**src/rtl/baud_prescaler_pkg.sv**
```systemverilog
package baud_prescaler_pkg;
    typedef enum logic [1:0] {
        ST_STOP,
        ST_WAIT1,
        ST_WAIT2,
        ST_LOCKED
    } pre_state_t;
endpackage

```
**src/rtl/prescaler_ctrl_reg.sv**
```systemverilog
module prescaler_ctrl_reg #(
    parameter int REG_W  = 8,
    parameter int CODE_W = 4
) (
    input  logic              clk,
    input  logic              rst,
    input  logic              wr_en,
    input  logic [REG_W-1:0]  wr_data,
    output logic              run,
    output logic [CODE_W-1:0] code,
    output logic [REG_W-1:0]  rd_data
);
    localparam int PAD_W = REG_W - 1 - CODE_W;

    always_ff @(posedge clk) begin
        if (rst) begin
            run  <= 1'b0;
            code <= '1;
        end else if (wr_en) begin
            run  <= wr_data[REG_W-1];
            code <= wr_data[CODE_W-1:0];
        end
    end

    assign rd_data = {run, {PAD_W{1'b0}}, code};

    AST_WRITE_READBACK: assert property (@(posedge clk) disable iff (rst)
        wr_en |=> (rd_data[REG_W-1] == $past(wr_data[REG_W-1]))
               && (rd_data[CODE_W-1:0] == $past(wr_data[CODE_W-1:0])));
endmodule

```
**src/rtl/prescaler_decode.sv**
```systemverilog
module prescaler_decode #(
    parameter int CODE_W = 4
) (
    input  logic [CODE_W-1:0] code,
    output logic              legal,
    output logic [CODE_W-1:0] div
);
    // ratio = 2**CODE_W - code, taken modulo 2**CODE_W
    assign div   = ~code + CODE_W'(1);
    assign legal = code[CODE_W-1] && (code != '1);
endmodule

```
**src/rtl/prescaler_core.sv**
```systemverilog
module prescaler_core
    import baud_prescaler_pkg::*;
#(
    parameter int CODE_W = 4
) (
    input  logic              clk,
    input  logic              rst,
    input  logic              restart,
    input  logic              start_ok,
    input  logic [CODE_W-1:0] div,
    output logic              tick,
    output logic              ready
);
    localparam int CNT_W = CODE_W - 1;

    pre_state_t       state, state_nx;
    logic [CNT_W-1:0] cnt;
    logic             running;
    logic             wrap;

    assign running = (state != ST_STOP);
    assign wrap    = running && ({1'b0, cnt} == div - CODE_W'(1));

    // state register
    always_ff @(posedge clk) begin
        if (rst) state <= ST_STOP;
        else     state <= state_nx;
    end

    always_comb begin
        state_nx = state;
        unique case (state)
            ST_STOP:   state_nx = ST_STOP;
            ST_WAIT1:  if (wrap) state_nx = ST_WAIT2;
            ST_WAIT2:  if (wrap) state_nx = ST_LOCKED;
            ST_LOCKED: state_nx = ST_LOCKED;
        endcase
        if (restart) state_nx = start_ok ? ST_WAIT1 : ST_STOP;
    end

    // divider counter
    always_ff @(posedge clk) begin
        if (rst || restart || !running || wrap) cnt <= '0;
        else                                    cnt <= cnt + CNT_W'(1);
    end

    // outputs
    always_ff @(posedge clk) begin
        if (rst) begin
            tick  <= 1'b0;
            ready <= 1'b0;
        end else begin
            tick  <= wrap && !restart;
            ready <= (state_nx == ST_LOCKED);
        end
    end

    AST_TICK_SINGLE: assert property (@(posedge clk) disable iff (rst)
        tick |=> !tick);
    AST_CNT_BELOW_DIV: assert property (@(posedge clk) disable iff (rst)
        running |-> ({1'b0, cnt} < div));
    AST_READY_WITH_TICK: assert property (@(posedge clk) disable iff (rst)
        $rose(ready) |-> tick);
    AST_RESTART_CLEARS: assert property (@(posedge clk) disable iff (rst)
        restart |=> (!tick && !ready));
endmodule

```
**src/rtl/baud_prescaler.sv**
```systemverilog
module baud_prescaler #(
    parameter int REG_W  = 8,
    parameter int CODE_W = 4
) (
    input  logic             clk,
    input  logic             rst,
    input  logic             wr_en,
    input  logic [REG_W-1:0] wr_data,
    output logic [REG_W-1:0] rd_data,
    output logic             tick,
    output logic             bad_code,
    output logic             ready
);
    localparam int PAD_W = REG_W - 1 - CODE_W;

    logic              run;
    logic [CODE_W-1:0] code;
    logic              cur_legal, new_legal;
    logic [CODE_W-1:0] cur_div, new_div;

    prescaler_ctrl_reg #(.REG_W(REG_W), .CODE_W(CODE_W)) u_reg (
        .clk(clk), .rst(rst), .wr_en(wr_en), .wr_data(wr_data),
        .run(run), .code(code), .rd_data(rd_data)
    );

    prescaler_decode #(.CODE_W(CODE_W)) u_dec_cur (
        .code(code), .legal(cur_legal), .div(cur_div)
    );

    prescaler_decode #(.CODE_W(CODE_W)) u_dec_new (
        .code(wr_data[CODE_W-1:0]), .legal(new_legal), .div(new_div)
    );

    prescaler_core #(.CODE_W(CODE_W)) u_core (
        .clk(clk), .rst(rst), .restart(wr_en),
        .start_ok(wr_data[REG_W-1] && new_legal),
        .div(cur_div), .tick(tick), .ready(ready)
    );

    assign bad_code = !cur_legal;

    AST_RESET_STATE: assert property (@(posedge clk)
        rst |=> (rd_data == {1'b0, {PAD_W{1'b0}}, {CODE_W{1'b1}}}) && !tick && !ready && bad_code);
    AST_BAD_SILENT: assert property (@(posedge clk) disable iff (rst)
        bad_code |-> !tick && !ready);
    AST_STOP_SILENT: assert property (@(posedge clk) disable iff (rst)
        !rd_data[REG_W-1] |-> !tick && !ready);
    AST_NEW_DIV_IN_RANGE: assert property (@(posedge clk) disable iff (rst)
        (wr_en && new_legal) |-> (new_div >= CODE_W'(2)));
endmodule

```
**config.mk**
```make
export PLATFORM = sky130hd
export DESIGN_NAME = baud_prescaler
export DESIGN_NICKNAME = d
export VERILOG_FILES = /design/src/rtl/baud_prescaler_pkg.sv /design/src/rtl/prescaler_ctrl_reg.sv /design/src/rtl/prescaler_decode.sv /design/src/rtl/prescaler_core.sv /design/src/rtl/baud_prescaler.sv
export SDC_FILE = /design/constraint.sdc
export NUM_CORES = 1
export LEC_CHECK = 0
export ABC_AREA = 1
export BUFFER_PORTS_ARGS = -buffer_cell sky130_fd_sc_hd__buf_2
export CORE_AREA = 8 8 45 47
export DETAILED_ROUTE_END_ITERATION = 6
export DIE_AREA = 0 0 53 55
export GPL_ROUTABILITY_DRIVEN = 0
export PLACE_DENSITY = 0.72
export SLEW_MARGIN = 0
export SYNTH_ARGS = -nofsm -noshare
export SYNTH_HDL_FRONTEND = slang
export SYNTH_SLANG_ARGS = --single-unit
export TNS_END_PERCENT = 20
```
**constraint.sdc**
```tcl
create_clock -name clk -period 2.5 [get_ports clk]
set_input_delay 0.125 -clock clk [delete_from_list [all_inputs] [get_ports clk]]
set_output_delay 0.125 -clock clk [all_outputs]
set_load 0.02 [all_outputs]
```
======== Word level (Yosys, flattened, before mapping) ========
Index checks and enable logic that the tools add are counted.
cells by class
  equality and inequality tests ........... 7
  add/subtract/negate cells ............... 3
  mux-type cells .......................... 5
  bitwise gates (word level) .............. 1
  reduce and logical (&&, ||, !) cells .... 13
operator list
  operator                                             count
  != test 4 bit, second input constant                 2
  case mux 2 bit (4 select lines)                      1
  equality test 2 bit, second input constant           3
  two-way mux 2 bit                                    3
  logical AND 1 bit                                    5
  adder 4 x 1 -> 4 bit, second input constant          1
  equality test 3 x 4 -> 1 bit                         1
  inverter 4 bit                                       1
  subtractor 4 x 1 -> 4 bit, second input constant     1
  adder 3 x 1 -> 3 bit, second input constant          1
  logical NOT 1 bit                                    3
  logical OR 1 bit                                     3
  equality test 2 x 1 -> 1 bit, second input constant  1
  logical NOT 2 bit                                    1
  nonzero test 2 bit                                   1
  two-way mux 1 bit                                    1
word-level totals
  flip-flop bits (word level) ............. 12

======== Depth between registers and ports, before layout ========
Gate-level depths: netlist of run 1.
  depth after elaboration ................. 9
  depth in mapped cells ................... 8
  depth with buffers taken out ............ 8

======== Cells and area by module ========
A second synthesis of run 1 with hierarchy kept.
unflattened totals
  cells, all modules ...................... 125
  area total of the unflattened synthesis .. 822.0 um^2
modules (own cells, without submodules)
  module              area each (um^2)  cells each  times used  sequential area each (um^2)
  prescaler_core      410.4             63          1           140.1
  prescaler_ctrl_reg  240.2             33          1           100.1
  prescaler_decode    80.1              13          2           0.0
  baud_prescaler      11.3              3           1           0.0

======== Worst setup path before layout of run 1 ========
No wires, ideal clock.
  kind .................................... reg2out
  start point ............................. register u_reg.code[2]
  end point ............................... output bad_code
  data required time ...................... 2.375 ns
  cell stages (with the launch flop) ...... 3
  setup slack ............................. 1.251 ns
  arrival time ............................ 1.124 ns
  cells stage by stage .................... dfxtp_1 > inv_1 > o31ai_1
between the ends
  cells in the longest elaborated chain, start to end .. 3
RTL lines
  element                 RTL line                  text
  start, declared         prescaler_ctrl_reg.sv:10  output logic [CODE_W-1:0] code,
  start signal, assigned  prescaler_ctrl_reg.sv:21  code <= wr_data[CODE_W-1:0];
  != test 4 bit           prescaler_decode.sv:10    assign legal = code[CODE_W-1] && (code != '1);
  logical AND 1 bit       prescaler_decode.sv:10
  logical NOT 1 bit       baud_prescaler.sv:40      assign bad_code = !cur_legal;
  end, declared           baud_prescaler.sv:11      output logic bad_code,
No other way between the ends.

======== Worst setup path in the final report of run 1 ========
  start point ............................. register u_reg.code[1]
  end point ............................... output bad_code
The elaborated chain is that of the path after synthesis.

==> results of run 1 <==
-- registers in the layout, indices dropped and copies added, names as in the netlist --
signal and count:
u_core.state 2, u_core.ready 1, u_core.tick 1, u_reg.run 1
u_core.cnt 3, u_reg.code 4
-- final timing paths --
| kind | depth (start not counted) | slack (ps) | end | from |
|---|---|---|---|---|
| min reg2reg | 2 | 440 | u_reg.run | u_reg.run |
| max | 3 | 1250 | bad_code | u_reg.code[1] |
| min | 3 | 70 | u_reg.code[3] | wr_data[3] |
| max reg2reg | 8 | 1450 | u_core.state[0] | u_core.cnt[2] |
-- stage by stage --
step / power [uW] / instances
floorplan: 259 / 83
global placement: 274 / 109
detailed placement: 275 / 109
CTS: 388 / 112
global route: 409 / 112
finish: 385 / 112
-- Yosys cell counts (all sizes together) --
master / count
a21oi: 6
buf: 4
clkbuf: 1
conb: 1
dfxtp: 12
ha: 1
inv: 16
nand2: 19
nand3: 5
nand4: 1
nor2: 9
o21ai: 4
o31ai: 1
xnor2: 1
-- worst min-delay path, cell delays in order --
cell and delay, ps:
buf_2 80, nand2_1 40, nand3_1 60
-- power by group through the flow --
| stage | combinational, uW | sequential (uW) | clock, uW |
|---|---|---|---|
| 2_1_floorplan | 45.8 | 213 | 0 |
| 3_3_place_gp | 66.0 | 208 | 0 |
| 3_5_place_dp | 66.7 | 208 | 0 |
| 4_1_cts | 67.0 | 203 | 118 |
| 5_1_grt | 74.0 | 205 | 129 |
| 6_report | 66.1 | 203 | 115 |
-- cells in the final DEF, fill, tap and decap left out, drive strengths merged --
master	synthesis	routed
dfxtp	12	12
nand4	1	1
ha	1	1
inv	16	16
conb	1	3
nand3	5	5
a21oi	6	6
xnor2	1	1
nor2	9	9
o31ai	1	1
clkbuf	1	3
buf	4	15
nand2	19	19
o21ai	4	4
-- layout make-up --
cell class | instances | area, um2 | share of cell area, %
Clock buffer | 3 | 22.5 | 3.38
Inverter | 16 | 60.1 | 9.02
Multi-Input combinational cell | 50 | 248 | 37.2
Sequential cell | 12 | 240 | 36.1
Tap cell | 16 | 20.0 | 3.01
Timing Repair Buffer | 15 | 75.1 | 11.3
-- kinds of logic after synthesis --
family | synth area share, %
AND/OR/NAND/NOR | 26.8
buffers and inverters | 16.3
flip-flops | 41.8
AO/OA/AOI/OAI | 10.7
XOR/XNOR | 1.53
adder cells (fa/ha/maj) | 2.18
other | 0.653
-- per-layer routing --
metal	up-vias	part of all wire, %
met2	15	43
met5	-	0
li1	270	-
met1	207	49
met3	5	3.5
met4	0	4.6
==> results.py, run 1 <==
metrics = {
    "timing": {
        "timing.fmax_mhz": 802,
        "finalHoldViolCount": 0,
        "period_needed_ps": 1250,
        "setup_viol": 0,
        "fin_ws_ps": 1250,
        "hold_ws_ps": 70.5,
        "slew_viol_final": 0,
        "finalCritPeriodShare_pct": 49.9,
        "fin_skew_ps": 2.94,
        "fin_tns_setup_ps": 0,
        "rsz0062_at_grt": "no",
    },
    "floorplanning": {
        "initial_core_util_pct": 41.5,
        "fp.dieW_um": 53,
        "core_um2": 1380,
        "row_count": 14,
        "pin_count": 22,
        "dieArea_um2": 2920,
        "fp.dieH_um": 55,
    },
    "grt": {
        "antenna_found_initial": 0,
        "grt_pass1_vias": 484,
        "grtUsageMet1_pct": 9.85,
        "grt_max_degree": 12,
        "grt-ovfl-total": 0,
        "grtUsageTotal_pct": 8.23,
        "grt_use_met3_pct": 0.802,
        "gr-max-usage-layer": "met2",
        "grt_pass1_wl_mm": 1.82,
        "grtUsageMet2_pct": 12.3,
    },
    "clocking": {
        "cts.htree.levels": 1,
        "cts_setup_buffers": 0,
        "path_clk_slew_ps": 70,
        "post_cts_resized": 0,
        "cts_tree": "built",
        "ctsHoldBuffers": 0,
        "clock_path_buffers": 2,
        "clockRootBuffer": "clkbuf_4",
        "clkSinkCount": 12,
        "numCtsBuffers": 3,
        "insertion_delay_ps": 270,
    },
    "critical_path": {
        "critPathCaptureType": "output pin",
        "critPathRequiredTime_ps": 2380,
        "path_buf_inv": 2,
        "cp_slowest_cell": "dfxtp_1",
        "critical_path.top_delay_family": "flip-flops",
        "crit_type": "register to output pin",
        "arrival_ps": 1120,
        "path_max_fanout": 4,
        "crit_path_cell_trace": "inv_1 > o31ai_1 > buf_2",
        "critical_path.max_stage_delay_ps": 370,
        "startpoint_type": "register",
    },
    "cells_and_area": {
        "fillers": 144,
        "utilization_pct": 48.1,
        "num-nets-final": 110,
        "synthToLayoutAreaGrowth_pct": 15.9,
        "diodes": 0,
        "drive_above_1_share_pct": 26.0,
        "finalInstanceArea_um2": 666,
    },
    "placed_design": {
        "hpwl_um": 872,
        "io_buffers": 15,
        "pre_cts_slack_ps": 1440,
        "placed_area_um2": 643,
    },
    "outcome": {
        "outcome": "finished, final reports clean",
    },
    "logic_synthesis": {
        "syn_inst": 81,
        "synth-seq-area-share_pct": 41.8,
        "synth.avg_cell_area_um2": 7.09,
        "synth_seq_cells": 12,
        "netlist.area_leader.share_pct": 41.8,
        "synth_area_um2": 574,
        "synth_largest_area_cell": "dfxtp_1",
        "yosys_warnings": 0,
        "yosys-top-cells-area": "dfxtp_1 42%, inv_1 10%, nand2_1 10%",
        "synthDistinctLibCells": 18,
    },
    "power_and_ir_drop": {
        "p_switching_uw": 108,
        "p_seq_share_pct": 52.9,
        "leakage_uw": 0.000360,
        "p_int_uw": 277,
        "netSwitchingFraction_pct": 28.0,
        "peakVddDrop_mv": 0.271,
        "power_density_nw_per_um2": 578,
        "p_clk_share_pct": 29.9,
        "power_frac_comb_pct": 17.2,
    },
    "drt": {
        "routedWlPerCell_um": 9.36,
        "drt_iter0_drc": 8,
        "vias": 497,
        "drt_pass1_iterations": 2,
        "via_per_inst": 4.44,
        "drc": 0,
        "final_antenna_net_count": 0,
        "wirelength_mm": 1.05,
    },
    "flow_run": {
        "cap_violations": 0,
    },
    "hold_path": {
        "hp-class": "input port to register",
    },
}
Note: power is estimated with default switching activity, not from simulation.
==> run 2: changes to the inputs <==
- CORE_AREA: 8 8 45 47 -> unset
- CORE_MARGIN: unset -> 8
- CORE_UTILIZATION: unset -> 41
- DIE_AREA: 0 0 53 55 -> unset
- PLACE_DENSITY: 0.72 -> 0.71
- clock period: 2.5 -> 1.07 ns (I/O delays scaled with it)
==> run 2 against run 1 <==
Effect of this change:
- the flow now finishes with violations (negative setup slack)
- count of clock-buffer cells in the layout up 1
- sequential share of layout area is 3.6 points lower
- critical path type unchanged
- register-to-register slack got worse by 1500 ps
- wire length grew 24%
- via count rose by 10%
- clock skew rose by 6.8 ps
- sequential power increased by 130%
- cell area rose by 14%
- final cell count is 5.4% higher
- hold slack got worse by 67 ps
- critical path depth is 1 higher
==> results.py, run 2 (synthesis results as in run 1) <==
metrics = {
    "floorplanning": {
        "row_count": 13,
        "core_um2": 1300,
        "initial_core_util_pct": 44.1,
        "dieArea_um2": 2850,
        "fp.dieW_um": 53.4,
        "fp.dieH_um": 53.4,
        "pin_count": 22,
    },
    "timing": {
        "slew_viol_final": 0,
        "hold_ws_ps": 3.54,
        "period_needed_ps": 1190,
        "fin_ws_ps": -124,
        "finalHoldViolCount": 0,
        "finalCritPeriodShare_pct": 112,
        "fin_skew_ps": 9.74,
        "setup_viol": 3,
        "rsz0062_at_grt": "yes",
        "timing.fmax_mhz": 838,
    },
    "grt": {
        "grt_max_degree": 12,
        "grt_pass1_wl_mm": 2.17,
        "grtUsageTotal_pct": 10.1,
        "grt-ovfl-total": 0,
        "antenna_found_initial": 0,
        "grt_pass1_vias": 581,
    },
    "critical_path": {
        "cp_slowest_cell": "dfxtp_2",
        "reg2reg_depth": 8,
        "rrSetupSlack_ps": -10,
        "critical_path.max_stage_delay_ps": 340,
        "startpoint_type": "register",
        "crit_path_cell_trace": "inv_2 > buf_6 > o31ai_4 > buf_6",
        "arrival_ps": 1140,
        "crit_type": "register to output pin",
        "crit_path_frequent_cell": "buf_6",
        "timing.rr.end": "u_core.ready",
        "r2r-start": "u_reg.code[1]",
        "critPathRequiredTime_ps": 1020,
        "startpoint": "u_reg.code[1]",
        "path_max_fanout": 2,
        "setup.worst_path.end": "bad_code",
        "critPathCaptureType": "output pin",
    },
    "cells_and_area": {
        "largest_register": "u_reg.code",
        "num-nets-final": 116,
        "fillers": 115,
        "drive_above_1_share_pct": 41.7,
        "final_cell_mix": "14 x nand2_1, 14 x buf_2, 13 x inv_1",
        "diodes": 0,
        "top_regs": "u_reg.code: 4 flops, u_core.cnt: 3 flops, u_core.state: 2 flops",
        "synthToLayoutAreaGrowth_pct": 32.0,
        "utilization_pct": 58.3,
        "largest_reg_flops": 4,
    },
    "clocking": {
        "cts_tree": "built",
        "cts.htree.levels": 1,
        "numCtsBuffers": 3,
        "clock_path_buffers": 2,
        "insertion_delay_ps": 270,
        "clkSinkCount": 12,
        "clockRootBuffer": "clkbuf_4",
        "path_clk_slew_ps": 80,
    },
    "drt": {
        "drc": 0,
        "drt_pass1_iterations": 4,
        "wirelength_mm": 1.30,
        "final_antenna_net_count": 0,
        "routedWlPerCell_um": 11.0,
        "vias": 547,
        "wl_met1_um": 516,
        "dr.max_layer_used": "met4",
        "met2WireLength_um": 686,
        "met3WireLength_um": 86,
        "via_per_inst": 4.64,
        "drt_iter0_drc": 7,
    },
    "hold_path": {
        "hp-class": "input port to register",
        "whs_path_depth": 3,
        "holdCritStartpoint": "wr_data[3]",
    },
    "power_and_ir_drop": {
        "leakage_uw": 0.000398,
        "peakVddDrop_mv": 0.962,
        "power_density_nw_per_um2": 1370,
    },
    "flow_run": {
        "cap_violations": 0,
    },
    "placed_design": {
        "io_buffers": 15,
        "hpwl_um": 979,
    },
    "outcome": {
        "violations": "negative setup slack",
        "outcome": "finished, violations left",
    },
}
## run 2: changes by cell type in the layout (fill, tap and decap cells not counted)
cell | before | now
buf_2 | 15 | 14
buf_4 | 0 | 5
buf_6 | 0 | 2
clkbuf_8 | 0 | 1
dfxtp_1 | 12 | 7
dfxtp_2 | 0 | 5
inv_1 | 16 | 13
inv_2 | 0 | 3
nand2_1 | 16 | 14
nand2_2 | 3 | 5
o31ai_1 | 1 | 0
o31ai_4 | 0 | 1
## run 2: metrics by stage
stage	power [uW]	setup TNS, ps	std cells	instance area (um2)	setup WS (ps)
floorplan	609	-80.9	83	587	-40.4
finish	1040	-141	118	758	-124
global placement	656	0	112	677	52.3
CTS	1030	-124	118	738	-110
detailed placement	658	0	112	677	19.1
global route	1100	-490	118	758	-172
## run 2: worst min path at each step
| stage | endpoint |
|---|---|
| after floorplan | u_core.state[0] |
| after CTS | u_reg.code[3] |
| after global routing | u_reg.code[3] |
| final | u_reg.code[3] |
| after global placement | u_reg.code[3] |
| after detailed placement | u_reg.code[3] |
## run 2: routing by layer
layer | up-vias | global-route usage (%)
met5 | - | 0
met4 | 0 | 5.04
met3 | 2 | 3.92
met2 | 20 | 17.8
met1 | 243 | 9.91
li1 | 282 | -
## run 2: what timing repair did
item / 4_1_cts / 5_1_grt
resized for setup: 6 / 8
hold buffers: 0 / 0
cloned: 0 / 0
pin swaps: 3 / 1
setup endpoints to repair: 2 / 7
buffers inserted: 2 / 0
## run 2: final cells by class
type                            instances  area [um2]  share of cell area (%)
Timing Repair Buffer                   21         130                    17.2
Inverter                               16        60.1                    7.92
Tap cell                               15        18.8                    2.48
Sequential cell                        12         246                    32.5
Clock buffer                            4        36.3                    4.79
Multi-Input combinational cell         50         267                    35.1
## run 2: power breakdown
group          leakage (uW)  internal (uW)  switching (uW)
sequential        0.0000984            466            10.5
combinational      0.000279           82.6             122
clock             0.0000210            207             153
## run 2: worst max-delay path: cells and delay by family, from the launching register on
family / cells / cell delay (ps)
buf+inv: 3 / 300
flops: 1 / 340
compound gates: 1 / 220
